$ cat src/rtl/hisa_pkg.sv
package hisa_pkg;

    localparam int STAT_W  = 16;
    localparam int GRP_W   = 6;
    localparam int GRP_BIT = 9;
    localparam int ADDR_W  = 8;

    // Read-port offsets; bit 1 selects the clearing view, bit 2 the group level
    localparam int OFF_TOP_MIR = 'h00;
    localparam int OFF_TOP_CLR = 'h02;
    localparam int OFF_GRP_MIR = 'h04;
    localparam int OFF_GRP_CLR = 'h06;

    typedef enum logic [1:0] {
        TGT_NONE = 2'd0,
        TGT_TOP  = 2'd1,
        TGT_GRP  = 2'd2
    } tgt_e;

    typedef struct packed {
        tgt_e tgt;
        logic clr;
    } rd_sel_t;

    typedef enum logic {
        RP_IDLE = 1'b0,
        RP_RESP = 1'b1
    } rp_state_e;

    typedef enum logic {
        RQ_QUIET    = 1'b0,
        RQ_ASSERTED = 1'b1
    } rq_state_e;

endpackage

$ cat src/rtl/hisa_rd_decode.sv
module hisa_rd_decode
    import hisa_pkg::*;
#(
    parameter int AW = ADDR_W
) (
    input  logic          rd_en,
    input  logic [AW-1:0] rd_addr,
    output rd_sel_t       sel
);

    localparam logic [AW-1:0] A_TOP_MIR = AW'(OFF_TOP_MIR);
    localparam logic [AW-1:0] A_TOP_CLR = AW'(OFF_TOP_CLR);
    localparam logic [AW-1:0] A_GRP_MIR = AW'(OFF_GRP_MIR);
    localparam logic [AW-1:0] A_GRP_CLR = AW'(OFF_GRP_CLR);

    always_comb begin
        sel.tgt = TGT_NONE;
        sel.clr = 1'b0;
        if (rd_en) begin
            if (rd_addr == A_TOP_MIR) begin
                sel.tgt = TGT_TOP;
            end else if (rd_addr == A_TOP_CLR) begin
                sel.tgt = TGT_TOP;
                sel.clr = 1'b1;
            end else if (rd_addr == A_GRP_MIR) begin
                sel.tgt = TGT_GRP;
            end else if (rd_addr == A_GRP_CLR) begin
                sel.tgt = TGT_GRP;
                sel.clr = 1'b1;
            end
        end
    end

endmodule

$ cat src/rtl/hisa_sticky_bank.sv
module hisa_sticky_bank #(
    parameter int W = 8
) (
    input  logic         clk,
    input  logic         rst_n,
    input  logic [W-1:0] set_i,
    input  logic [W-1:0] clr_i,
    output logic [W-1:0] q_o,
    output logic [W-1:0] d_o
);

    for (genvar i = 0; i < W; i++) begin : g_bit
        logic bit_q;

        // A set in the same cycle as a clear keeps the bit
        assign d_o[i] = set_i[i] | (bit_q & ~clr_i[i]);

        always_ff @(posedge clk or negedge rst_n) begin
            if (!rst_n) begin
                bit_q <= 1'b0;
            end else begin
                bit_q <= d_o[i];
            end
        end

        assign q_o[i] = bit_q;
    end

endmodule

$ cat src/rtl/hisa_read_port.sv
module hisa_read_port
    import hisa_pkg::*;
#(
    parameter int DW = STAT_W
) (
    input  logic          clk,
    input  logic          rst_n,
    input  logic          rd_en,
    input  logic [DW-1:0] word_i,
    output logic          rd_valid,
    output logic [DW-1:0] rd_data
);

    rp_state_e     state_q;
    rp_state_e     state_d;
    logic [DW-1:0] data_q;

    always_comb begin
        state_d = state_q;
        unique case (state_q)
            RP_IDLE: if (rd_en)  state_d = RP_RESP;
            RP_RESP: if (!rd_en) state_d = RP_IDLE;
            default: state_d = RP_IDLE;
        endcase
    end

    always_ff @(posedge clk or negedge rst_n) begin
        if (!rst_n) begin
            state_q <= RP_IDLE;
        end else begin
            state_q <= state_d;
        end
    end

    always_ff @(posedge clk or negedge rst_n) begin
        if (!rst_n) begin
            data_q <= '0;
        end else if (rd_en) begin
            data_q <= word_i;
        end
    end

    always_comb begin
        rd_valid = (state_q == RP_RESP);
        rd_data  = rd_valid ? data_q : '0;
    end

endmodule

$ cat src/rtl/hisa_req_fsm.sv
module hisa_req_fsm
    import hisa_pkg::*;
(
    input  logic clk,
    input  logic rst_n,
    input  logic pend_next,
    output logic irq_n
);

    rq_state_e state_q;
    rq_state_e state_d;

    always_comb begin
        state_d = state_q;
        unique case (state_q)
            RQ_QUIET:    if (pend_next)  state_d = RQ_ASSERTED;
            RQ_ASSERTED: if (!pend_next) state_d = RQ_QUIET;
            default:     state_d = RQ_QUIET;
        endcase
    end

    always_ff @(posedge clk or negedge rst_n) begin
        if (!rst_n) begin
            state_q <= RQ_QUIET;
        end else begin
            state_q <= state_d;
        end
    end

    always_comb begin
        irq_n = (state_q != RQ_ASSERTED);
    end

endmodule

$ cat src/rtl/hisa_irq_aggregator.sv
module hisa_irq_aggregator
    import hisa_pkg::*;
#(
    parameter int SW  = STAT_W,
    parameter int GW  = GRP_W,
    parameter int GB  = GRP_BIT,
    parameter int AW  = ADDR_W
) (
    input  logic          clk,
    input  logic          rst_n,
    input  logic [SW-1:0] top_evt,
    input  logic [GW-1:0] grp_evt,
    input  logic          rd_en,
    input  logic [AW-1:0] rd_addr,
    output logic          rd_valid,
    output logic [SW-1:0] rd_data,
    output logic          irq_n
);

    localparam logic [SW-1:0] SUM_MASK = SW'(1) << GB;

    rd_sel_t       sel;
    logic [SW-1:0] top_set;
    logic [SW-1:0] top_clr;
    logic [SW-1:0] top_q;
    logic [SW-1:0] top_d;
    logic [GW-1:0] grp_clr;
    logic [GW-1:0] grp_q;
    logic [GW-1:0] grp_d;
    logic [SW-1:0] status_top;
    logic [GW-1:0] status_grp;
    logic [SW-1:0] word;
    logic          pend_next;

    hisa_rd_decode #(.AW(AW)) u_dec (
        .rd_en   (rd_en),
        .rd_addr (rd_addr),
        .sel     (sel)
    );

    always_comb begin
        top_set = top_evt & ~SUM_MASK;
        top_clr = ((sel.tgt == TGT_TOP) && sel.clr) ? ~SUM_MASK : '0;
        grp_clr = ((sel.tgt == TGT_GRP) && sel.clr) ? '1 : '0;
    end

    hisa_sticky_bank #(.W(SW)) u_top_bank (
        .clk   (clk),
        .rst_n (rst_n),
        .set_i (top_set),
        .clr_i (top_clr),
        .q_o   (top_q),
        .d_o   (top_d)
    );

    hisa_sticky_bank #(.W(GW)) u_grp_bank (
        .clk   (clk),
        .rst_n (rst_n),
        .set_i (grp_evt),
        .clr_i (grp_clr),
        .q_o   (grp_q),
        .d_o   (grp_d)
    );

    always_comb begin
        status_grp = grp_q;
        status_top = (top_q & ~SUM_MASK) | ((|grp_q) ? SUM_MASK : '0);
        unique case (sel.tgt)
            TGT_TOP: word = status_top;
            TGT_GRP: word = SW'(status_grp);
            default: word = '0;
        endcase
        pend_next = (|(top_d & ~SUM_MASK)) | (|grp_d);
    end

    hisa_read_port #(.DW(SW)) u_rport (
        .clk      (clk),
        .rst_n    (rst_n),
        .rd_en    (rd_en),
        .word_i   (word),
        .rd_valid (rd_valid),
        .rd_data  (rd_data)
    );

    hisa_req_fsm u_req (
        .clk       (clk),
        .rst_n     (rst_n),
        .pend_next (pend_next),
        .irq_n     (irq_n)
    );

endmodule

$ cat config.mk
export PLATFORM = sky130hd
export DESIGN_NAME = hisa_irq_aggregator
export DESIGN_NICKNAME = d
export VERILOG_FILES = /design/src/rtl/hisa_pkg.sv /design/src/rtl/hisa_rd_decode.sv /design/src/rtl/hisa_sticky_bank.sv /design/src/rtl/hisa_read_port.sv /design/src/rtl/hisa_req_fsm.sv /design/src/rtl/hisa_irq_aggregator.sv
export SDC_FILE = /design/constraint.sdc
export NUM_CORES = 1
export LEC_CHECK = 0
export ABC_AREA = 0
export CELL_PAD_IN_SITES_DETAIL_PLACEMENT = 0
export CELL_PAD_IN_SITES_GLOBAL_PLACEMENT = 2
export CORE_MARGIN = 10
export CORE_UTILIZATION = 32
export CTS_BUF_LIST = sky130_fd_sc_hd__clkbuf_2
export DETAILED_ROUTE_END_ITERATION = 16
export PLACE_DENSITY = 0.91
export SETUP_SLACK_MARGIN = 0.5
export SLEW_MARGIN = 20
export SYNTH_ARGS = -nofsm -noshare
export SYNTH_HDL_FRONTEND = slang
export SYNTH_HIERARCHICAL = 1
export SYNTH_SLANG_ARGS = --single-unit
$ cat constraint.sdc
create_clock -name clk -period 2.19 [get_ports clk]
set_clock_uncertainty 0.2 [all_clocks]
set_input_delay 0.438 -clock clk [delete_from_list [all_inputs] [get_ports clk]]
set_output_delay 0.438 -clock clk [all_outputs]
set_load 0.05 [all_outputs]
==> flow_summary.yaml <==
status:
  status: "finished with violations"
  violations: "negative setup slack"
synthesis:
  syn_avg_cell_area_um2: 11.0
  syn_nets: 217
  yosysWarnings: 6
  syn_area_um2: 2010
  synth_cells: 182
worst_setup_path:
  slowest_delay_ns: 0.58
  reg2reg_depth: 3
  r2r-start: "u_top_bank/g_bit[5].bit_q"
  worst-path-max-fanout: 5
  cp_top_family: "simple AND/OR/NAND/NOR gates"
  cp.depth: 9
  crit_chain: "buf_6 -> or4_4 -> nor4_4 -> ha_4 -> and2_4 -> inv_2 -> a21o_1 -> or4_1 -> or4_1"
  timing.rr.end: "u_req/state_q"
  r2r_setup_slack_ns: 0.28
  worstSetupPathType: "in2reg"
  startpoint_type: "input port"
  setup.worst_path.end: "u_req/state_q"
  slowest_stage: "or4_4"
  cp.arrival_ns: 2.87
  startpoint: "rd_addr[5]"
  crit_path_end_kind: "register"
  worstPathRequired_ns: 2.28
  crit_top_cell: "or4_1"
  cp_num_buf_inv: 2
cts:
  clock_path_buffers: 2
  cts_buffers: 5
  cts.clk_slew.worst_paths_ns: 0.19
  clockRootBuffer: "clkbuf_2"
  insertion_delay_ns: 0.39
  cts_tree: "yes"
  numClockSinks: 39
  cts_htree_levels: 2
floorplanning:
  design.core.area_um2: 5990
  start_util: 0.335
  die_area_um2: 9840
  die_x_um: 99.2
  fp.dieH_um: 99.2
  ios: 51
  row_count: 28
power:
  vdd_ir_drop_max_uv: 197
  p_leak_nw: 1.20
  cellPowerDensity_nw_per_um2: 375
cells_and_area:
  drive_gt1_frac: 0.494
  antenna_cells: 0
  final_cell_mix: "38 x dfrtp_1, 22 x clkdlybuf4s50_1, 21 x a21o_1"
  layout_commonest_cell: "dfrtp_1"
  synthToLayoutAreaGrowth_pct: 49.6
  finish.net_count: 270
  fillers: 512
  finish.utilization: 0.501
sta:
  finalHoldViolations: 0
  fin_ws_ns: -0.593
  fin_crit_sh: 1.27
  finalSetupViolations: 17
  maxSlewViolCount: 0
  whs_ns: 0.332
  tightest_slew_ns: 0.587
  rsz0062_at_grt: "true"
  slew_headroom: 0.609
  period_minus_slack_ns: 2.78
  setup-tns-final_ns: -2.96
  max_freq_mhz: 359
placed_design:
  place_congestion: 0.825
  dp_hpwl_um: 3460
  numPortBuffers: 49
detailed_routing:
  vias: 1377
  post_drt_wl_per_cell_um: 15.1
  via_per_inst: 4.44
  drc_errors: 0
  drt-pass1-iter-count: 4
  drt_iter0_markers: 48
  postRouteAntennaNets: 0
  routed_wl_um: 4670
global_route:
  grt_max_degree: 28
  grt_pass1_wl_um: 7600
  grt-ovfl-total: 0
  grtUsageTotal: 0.0935
  antenna_found_initial: 0
  first_global_vias: 1504
min_path:
  worstHoldPathType: "reg2reg"
job:
  cap_violations: 0
flip-flops by register name, summed over array words and instances (netlist names):
register,flops
u_rport/data_q,16
u_top_bank/g_bit.bit_q,15
u_grp_bank/g_bit.bit_q,6
u_req/state_q,1
u_rport/rd_valid,1
final cells by class:
class                           instances  area [um^2]  area share
Timing Repair Buffer                   68          837       0.279
Clock buffer                            5         25.0     0.00834
Inverter                               24         90.1      0.0300
Clock inverter                          2         8.76     0.00292
Tap cell                               75         93.8      0.0313
Sequential cell                        39          977       0.326
Multi-Input combinational cell         97          970       0.323
layer usage:
layer | vias up | global-route usage | routed length, um | part of all wire
met2 | 35 | 0.147 | 2260 | 0.48
met1 | 647 | 0.114 | 2020 | 0.43
met3 | 6 | 0.0339 | 328 | 0.070
met4 | 0 | 0.0353 | 65 | 0.014
li1 | 689 | - | - | -
met5 | - | 0 | 0 | 0
how the worst min path moves through the flow:
| stage | end | depth (start not counted) | slack, ns | start |
|---|---|---|---|---|
| after global placement | u_rport/data_q[12] | 1 | 0.27 | rst_n |
| after CTS | u_top_bank/g_bit[13].bit_q | 1 | 0.33 | u_top_bank/g_bit[13].bit_q |
| after detailed placement | u_rport/data_q[14] | 1 | 0.27 | rst_n |
| final | u_rport/data_q[14] | 1 | 0.33 | u_rport/data_q[14] |
| after floorplan | u_grp_bank/g_bit[0].bit_q | 0 | -0.06 | rst_n |
| after global routing | u_rport/data_q[5] | 1 | 0.36 | u_rport/data_q[5] |
report_power, final:
group | internal [W] | switching [W] | leakage (nW)
Clock | 0.0000675 | 0.000219 | 0.0262
Sequential | 0.000722 | 0.00000120 | 0.427
Combinational | 0.0000664 | 0.0000504 | 0.751
Total | 0.000856 | 0.000271 | 1.20
repair_timing:
| item | CTS | global route |
|---|---|---|
| gates cloned | 2 | 0 |
| hold endpoints to repair | 26 | 0 |
| setup endpoints to repair | 56 | 56 |
| gates resized for setup | 60 | 10 |
| setup buffers | 10 | 3 |
| hold buffers | 1 | 0 |
| pin swaps | 28 | 7 |
metrics by stage:
| step | power, W | cells | area, um^2 | setup slack (ns) |
|---|---|---|---|---|
| detailed placement | 0.000842 | 287 | 2670 | -1.59 |
| global placement | 0.000841 | 287 | 2670 | -1.52 |
| finish | 0.00113 | 310 | 3000 | -0.593 |
| floorplan | 0.000765 | 182 | 2090 | -0.966 |
| global route | 0.00117 | 310 | 3000 | -0.679 |
| CTS | 0.00113 | 307 | 2940 | -0.618 |
(Power assumes the default switching activity.)
